$ cat config.mk
export PLATFORM = sky130hd
export DESIGN_NAME = adc_serial_seq
export DESIGN_NICKNAME = d
export VERILOG_FILES = /design/src/rtl/adc_seq_pkg.sv /design/src/rtl/adc_seq_history.sv /design/src/rtl/adc_seq_shift.sv /design/src/rtl/adc_seq_pwr.sv /design/src/rtl/adc_serial_seq.sv
export SDC_FILE = /design/constraint.sdc
export NUM_CORES = 1
export LEC_CHECK = 0
export BUFFER_PORTS_ARGS = -buffer_cell sky130_fd_sc_hd__buf_2
export CAP_MARGIN = 20
export CORE_MARGIN = 2
export CORE_UTILIZATION = 45
export CTS_CLUSTER_DIAMETER = 150
export CTS_CLUSTER_SIZE = 12
export DETAILED_ROUTE_END_ITERATION = 7
export PLACE_DENSITY = 0.75
export SLEW_MARGIN = 10
export SYNTH_ARGS = -nofsm -noshare
export SYNTH_HDL_FRONTEND = slang
export SYNTH_HIERARCHICAL = 1
export SYNTH_SLANG_ARGS = --single-unit
export TNS_END_PERCENT = 100
$ cat constraint.sdc
create_clock -name clk -period 2.8 [get_ports clk]
set_clock_uncertainty 0.1 [all_clocks]
set_input_delay 0.14 -clock clk [delete_from_list [all_inputs] [get_ports clk]]
set_output_delay 0.14 -clock clk [all_outputs]
set_load 0.01 [all_outputs]
$ cat src/rtl/adc_seq_pkg.sv
package adc_seq_pkg;

    typedef enum logic [1:0] {
        SEQ_IDLE   = 2'd0,
        SEQ_SAMPLE = 2'd1,
        SEQ_CONV   = 2'd2
    } seq_e;

    typedef enum logic [1:0] {
        PWR_ACTIVE = 2'd0,
        PWR_DOWN   = 2'd1,
        PWR_DEEP   = 2'd2
    } pwr_e;

endpackage

$ cat src/rtl/adc_seq_history.sv
// Holds the previous system-clock level of each watched input so that
// edges can be found by comparison with the present level.
module adc_seq_history #(
    parameter int               N       = 3,
    parameter logic [N-1:0]     RST_VAL = '0
) (
    input  logic         clk,
    input  logic         rst_n,
    input  logic [N-1:0] lvl,
    output logic [N-1:0] prev
);
    typedef struct packed {
        logic [N-1:0] lvl;
    } hist_t;

    hist_t hist_d, hist_q;

    always_comb begin
        hist_d = hist_q;
        for (int i = 0; i < N; i++) begin
            hist_d.lvl[i] = lvl[i];
        end
    end

    always_ff @(posedge clk) begin
        if (!rst_n) begin
            hist_q.lvl <= RST_VAL;
        end else begin
            hist_q <= hist_d;
        end
    end

    for (genvar g = 0; g < N; g++) begin : g_prev
        assign prev[g] = hist_q.lvl[g];
    end
endmodule

$ cat src/rtl/adc_seq_shift.sv
// Output shifter: a load places the result in the top bits of a frame-wide
// register, and each shift moves it left by one, filling with zero.
module adc_seq_shift #(
    parameter int RES_W   = 12,
    parameter int FRAME_W = 16
) (
    input  logic             clk,
    input  logic             rst_n,
    input  logic             load,
    input  logic             shift,
    input  logic [RES_W-1:0] din,
    output logic             sdo
);
    typedef struct packed {
        logic [FRAME_W-1:0] sr;
    } shf_t;

    shf_t shf_d, shf_q;

    always_comb begin
        shf_d = shf_q;
        if (load) begin
            shf_d.sr = '0;
            shf_d.sr[FRAME_W-1 -: RES_W] = din;
        end else if (shift) begin
            shf_d.sr = {shf_q.sr[FRAME_W-2:0], 1'b0};
        end
    end

    always_ff @(posedge clk) begin
        if (!rst_n) begin
            shf_q.sr <= '0;
        end else begin
            shf_q <= shf_d;
        end
    end

    assign sdo = shf_q.sr[FRAME_W-1];
endmodule

$ cat src/rtl/adc_seq_pwr.sv
// Power level tracker: wake wins, sleep restarts the inactivity count,
// and a full count in light sleep moves to deep sleep.
module adc_seq_pwr
    import adc_seq_pkg::*;
#(
    parameter int DEEP_CYCLES = 250000
) (
    input  logic clk,
    input  logic rst_n,
    input  logic wake,
    input  logic sleep,
    output pwr_e level
);
    localparam int CW = $clog2(DEEP_CYCLES + 1);
    localparam logic [CW-1:0] LAST = CW'(DEEP_CYCLES - 1);

    typedef struct packed {
        pwr_e          st;
        logic [CW-1:0] cnt;
    } pwr_t;

    pwr_t pwr_d, pwr_q;

    always_comb begin
        pwr_d = pwr_q;
        if (wake) begin
            pwr_d.st  = PWR_ACTIVE;
            pwr_d.cnt = '0;
        end else if (sleep) begin
            pwr_d.st  = PWR_DOWN;
            pwr_d.cnt = '0;
        end else if (pwr_q.st == PWR_DOWN) begin
            if (pwr_q.cnt == LAST) begin
                pwr_d.st = PWR_DEEP;
            end else begin
                pwr_d.cnt = pwr_q.cnt + 1'b1;
            end
        end
    end

    always_ff @(posedge clk) begin
        if (!rst_n) begin
            pwr_q.st  <= PWR_DOWN;
            pwr_q.cnt <= '0;
        end else begin
            pwr_q <= pwr_d;
        end
    end

    assign level = pwr_q.st;
endmodule

$ cat src/rtl/adc_serial_seq.sv
module adc_serial_seq
    import adc_seq_pkg::*;
#(
    parameter int RES_W       = 12,
    parameter int FRAME_CLKS  = 16,
    parameter int CONV_TICKS  = 14,
    parameter int DEEP_CYCLES = 250000
) (
    input  logic             clk,
    input  logic             rst_n,
    input  logic             mode_fs,
    input  logic             cs_n,
    input  logic             fs,
    input  logic             sclk,
    input  logic             osc_tick,
    input  logic [RES_W-1:0] conv_word,
    output logic             sdo,
    output logic             sdo_oe,
    output logic             busy,
    output logic             conv_done,
    output logic             abort_err,
    output logic             data_invalid,
    output logic [1:0]       pwr_state
);
    localparam int FCW = $clog2(FRAME_CLKS + 1);
    localparam int TCW = $clog2(CONV_TICKS + 1);
    localparam logic [FCW-1:0] F_LAST = FCW'(FRAME_CLKS - 1);
    localparam logic [TCW-1:0] T_LAST = TCW'(CONV_TICKS - 1);
    localparam int IDX_CS = 0;
    localparam int IDX_FS = 1;
    localparam int IDX_SC = 2;

    typedef struct packed {
        seq_e             st;
        logic [FCW-1:0]   fcnt;
        logic [TCW-1:0]   tcnt;
        logic [RES_W-1:0] result;
        logic             invalid;
        logic             done;
        logic             abort;
    } seq_t;

    seq_t seq_d, seq_q;

    logic [2:0] lvl, prev;
    logic cs_fall, cs_rise, fs_rise, fs_fall, sc_fall;
    logic start_ev, release_ev, load_ev, shift_ev, wake_ev, sleep_ev;
    pwr_e level;

    assign lvl = {sclk, fs, cs_n};

    adc_seq_history #(
        .N       (3),
        .RST_VAL (3'b001)
    ) i_hist (
        .clk   (clk),
        .rst_n (rst_n),
        .lvl   (lvl),
        .prev  (prev)
    );

    assign cs_fall = prev[IDX_CS] & ~cs_n;
    assign cs_rise = ~prev[IDX_CS] & cs_n;
    assign fs_rise = ~prev[IDX_FS] & fs;
    assign fs_fall = prev[IDX_FS] & ~fs;
    assign sc_fall = prev[IDX_SC] & ~sclk;

    // Start and release depend on the selected start method.
    assign start_ev   = mode_fs ? (fs_fall & sclk) : cs_fall;
    assign release_ev = mode_fs ? fs_rise : cs_rise;

    always_comb begin
        seq_d       = seq_q;
        seq_d.done  = 1'b0;
        seq_d.abort = 1'b0;
        load_ev     = 1'b0;
        shift_ev    = 1'b0;
        wake_ev     = 1'b0;
        sleep_ev    = 1'b0;
        unique case (seq_q.st)
            SEQ_IDLE: begin
                load_ev = mode_fs ? (cs_fall | fs_rise) : cs_fall;
                wake_ev = cs_fall | fs_rise | start_ev;
                if (start_ev) begin
                    seq_d.st   = SEQ_SAMPLE;
                    seq_d.fcnt = '0;
                end
            end
            SEQ_SAMPLE: begin
                if (release_ev) begin
                    seq_d.st      = SEQ_IDLE;
                    seq_d.abort   = 1'b1;
                    seq_d.invalid = 1'b1;
                    sleep_ev      = 1'b1;
                end else if (sc_fall) begin
                    shift_ev = 1'b1;
                    if (seq_q.fcnt == F_LAST) begin
                        seq_d.st   = SEQ_CONV;
                        seq_d.tcnt = '0;
                    end else begin
                        seq_d.fcnt = seq_q.fcnt + 1'b1;
                    end
                end
            end
            SEQ_CONV: begin
                if (release_ev) begin
                    seq_d.st      = SEQ_IDLE;
                    seq_d.abort   = 1'b1;
                    seq_d.invalid = 1'b1;
                    sleep_ev      = 1'b1;
                end else if (osc_tick) begin
                    if (seq_q.tcnt == T_LAST) begin
                        seq_d.st      = SEQ_IDLE;
                        seq_d.result  = conv_word;
                        seq_d.invalid = 1'b0;
                        seq_d.done    = 1'b1;
                        sleep_ev      = 1'b1;
                    end else begin
                        seq_d.tcnt = seq_q.tcnt + 1'b1;
                    end
                end
            end
            default: begin
                seq_d.st = SEQ_IDLE;
            end
        endcase
    end

    always_ff @(posedge clk) begin
        if (!rst_n) begin
            seq_q.st      <= SEQ_IDLE;
            seq_q.fcnt    <= '0;
            seq_q.tcnt    <= '0;
            seq_q.result  <= '0;
            seq_q.invalid <= 1'b0;
            seq_q.done    <= 1'b0;
            seq_q.abort   <= 1'b0;
        end else begin
            seq_q <= seq_d;
        end
    end

    adc_seq_shift #(
        .RES_W   (RES_W),
        .FRAME_W (FRAME_CLKS)
    ) i_shift (
        .clk   (clk),
        .rst_n (rst_n),
        .load  (load_ev),
        .shift (shift_ev),
        .din   (seq_q.result),
        .sdo   (sdo)
    );

    adc_seq_pwr #(
        .DEEP_CYCLES (DEEP_CYCLES)
    ) i_pwr (
        .clk   (clk),
        .rst_n (rst_n),
        .wake  (wake_ev),
        .sleep (sleep_ev),
        .level (level)
    );

    assign sdo_oe       = ~cs_n;
    assign busy         = (seq_q.st != SEQ_IDLE);
    assign conv_done    = seq_q.done;
    assign abort_err    = seq_q.abort;
    assign data_invalid = seq_q.invalid;
    assign pwr_state    = level;
endmodule

==> reports/metrics.cfg <==
[sta]
hold-worst-slack_ps=171
finalSetupViolations=0
fin_crit_ps=2340
maxSlewViolCount=0
fin_tns_setup_ps=0
tightest_slew_ps=746
finalCritPeriodShare_pct=83.4
relSlewSlack_pct=50.3
rsz0062_at_grt=false
fmax_ghz=0.428
finalHoldViolCount=0

[worst_setup_path]
cp_cell_sequence=dlygate4sd3_1, buf_2, or3b_4, and2_2, a21oi_1, a21oi_1, nor2b_1, nor2_1, nand2_1, buf_4, a21oi_1
path_buf_inv=3
critPathTopFamily=simple AND/OR/NAND/NOR gates
worstPathRequired_ps=2920
crit_arrival_ps=2450
max_stage_delay_ps=530
criticalPathCategory=input port to register
crit_top_cell=a21oi_1
critPathCaptureType=register
path_depth=11
r2r_slack_ps=530
critical-path-slowest-cell=dlygate4sd3_1
critPathMaxFanout=10
reg2reg_depth=8
worst_setup_path_start_kind=input port

[synthesis]
ys_ff_latch=61
synth-edff-count=0
synth_top_area_share_pct=41.2
syn_avg_cell_area_um2=9.38
syn_nets=343
yosys-top-cells-area=dfxtp_1 41%, mux2i_1 4.4%, mux2_2 4.2%, o211a_1 4.1%, nor2_1 3.8%
synth_seq_area_share_pct=41.2
synth_cells=316
synthesis.area_um2=2970
synth_largest_area_cell=dfxtp_1
yosysUniqueCellTypes=62
synthFlopType=dfxtp_1
synth_warnings=6
ys_async_sr_fraction_pct=0

[cells_and_area]
finalCoreUtilization_pct=55.2
drive_gt1_share_pct=20.5
final_common_cell=dfxtp_1
area_delta_synth_final_pct=18.1
stdcell_area_um2=3500
layout.nets=387
antennaDiodeCount=0
mostFrequentLayoutCells=61 x dfxtp_1, 30 x nor2_1, 26 x buf_2

[floorplanning]
die_area_um2=7250
die_w_um=85.2
rows=29
core_area_um2=6350
io_pins=27
die_h_um=85.2
start_util_pct=46.7

[power_and_ir_drop]
peakVddDrop_uv=377
powerDensity_nw_per_um2=609
p_leak_nw=1.52

[clocking]
cts_resized=0
numCtsBuffers=9
post_cts_buffers=0
cts_tree=built
root_buffer=clkbuf_8
cts.sinks=61
path_clk_slew_ps=70
htreeDepth=3
cts_buffer_depth=2
clk_latency_ps=330
ctsHoldBuffers=16

[grt]
grt.overflow.total=0
grt_pass1_wl_um=10200
grt_use_total_pct=17.2
antenna_found_initial=0
grt_pass1_vias=2294
grt_max_degree=25

[placed_design]
gp_congestion=0.804
dpl.hpwl_um=4020
placed_area_um2=3130
io_buffers=26

[run]
maxCapViolations=0

[drt]
post_drt_wl_per_cell_um=13.5
vias=2415
first_pass_iters=4
via_per_inst=5.46
drt_first_iter_violations=96
drt-total-wl_um=5980
route.detailed.drc=0
drtAntennaViolNets=0

[worst_hold_path]
min-delay-path-class=input port to register
hold_depth=3

[outcome]
status=complete, no violations

per-layer routing:
metal	GRT usage, %	share of wire, %	vias up
met5	0	0	-
met4	5.34	1.1	0
met3	5.06	6.3	10
met2	29.6	48	71
met1	20.7	44	1110
li1	-	-	1224
worst reg2reg max path: stages (launching register included):
cell      delay (ps)
dfxtp_1          330
ha_1             220
and3_1           180
ha_1             180
nand2b_2         200
nand4b_1         180
a21oi_1          350
o21ai_0          160
a31o_2           270
final timing paths:
kind | startpoint | to
max reg2reg | seq_q[19]$_SDFFE_PN0P_ | seq_q[21]$_SDFFE_PN0P_
max | cs_n | i_pwr/pwr_q[15]$_SDFFE_PP0P_
min reg2reg | seq_q[3]$_SDFFE_PN0P_ | i_shift/shf_q[4]$_SDFFE_PN0P_
min | osc_tick | seq_q[16]$_SDFFE_PN0P_
state kept, by name, summed over array words and instances (netlist names):
name	count
i_pwr/level	2
i_hist/prev	3
data_invalid	1
seq_q	23
i_pwr/pwr_q	18
abort_err	1
i_shift/shf_q	12
conv_done	1
report_power, final:
part / switching, mW / leakage, nW / internal, mW
registers: 0.0254 / 0.495 / 0.913
logic: 0.215 / 0.915 / 0.164
clock network: 0.332 / 0.106 / 0.483
total: 0.573 / 1.52 / 1.56
cell families (layout without fill, tap and decap cells):
family                   Yosys count  after routing  share of synthesized area [%]
AO/OA/AOI/OAI                     58             58                           14.3
adder cells (fa/ha/maj)            8              8                           3.38
AND/OR/NAND/NOR                  128            128                           24.6
flip-flops                        61             61                           41.2
XOR/XNOR                          10             10                           2.95
buffers and inverters             27             76                           4.98
multiplexers                      24             24                           8.57
synth_stat cells, drive strengths merged (2+ instances only):
cell	n
mux2	11
o211ai	3
o211a	12
nor3	3
dfxtp	61
mux2i	13
ha	8
and3	3
o31ai	2
xnor2	4
nor2b	3
clkbuf	6
xor2	6
nand4	11
inv	13
a21oi	17
o21ai	11
nand3	10
nand2	19
or4	6
nor2	30
buf	8
a31o	2
a31oi	2
or3b	2
nand4b	2
o22ai	2
nand2b	14
and2	7
or3	9
per-stage QoR:
stage	setup WS [ps]	total power, mW	std cells
after floorplan	726	1.23	316
after global placement	641	1.31	410
after detailed placement	557	1.32	410
after CTS	476	2.14	442
after global routing	341	2.23	442
final	464	2.13	442
layout make-up:
cell class                      instances  area, um^2
Clock buffer                           13         169
Multi-Input combinational cell        228        1600
Tap cell                               77        96.3
Sequential cell                        61        1220
Clock inverter                          3        42.5
Fill cell                             529        2850
Inverter                               13        48.8
Timing Repair Buffer                   47         328
Power figures use the tool's default switching activity.
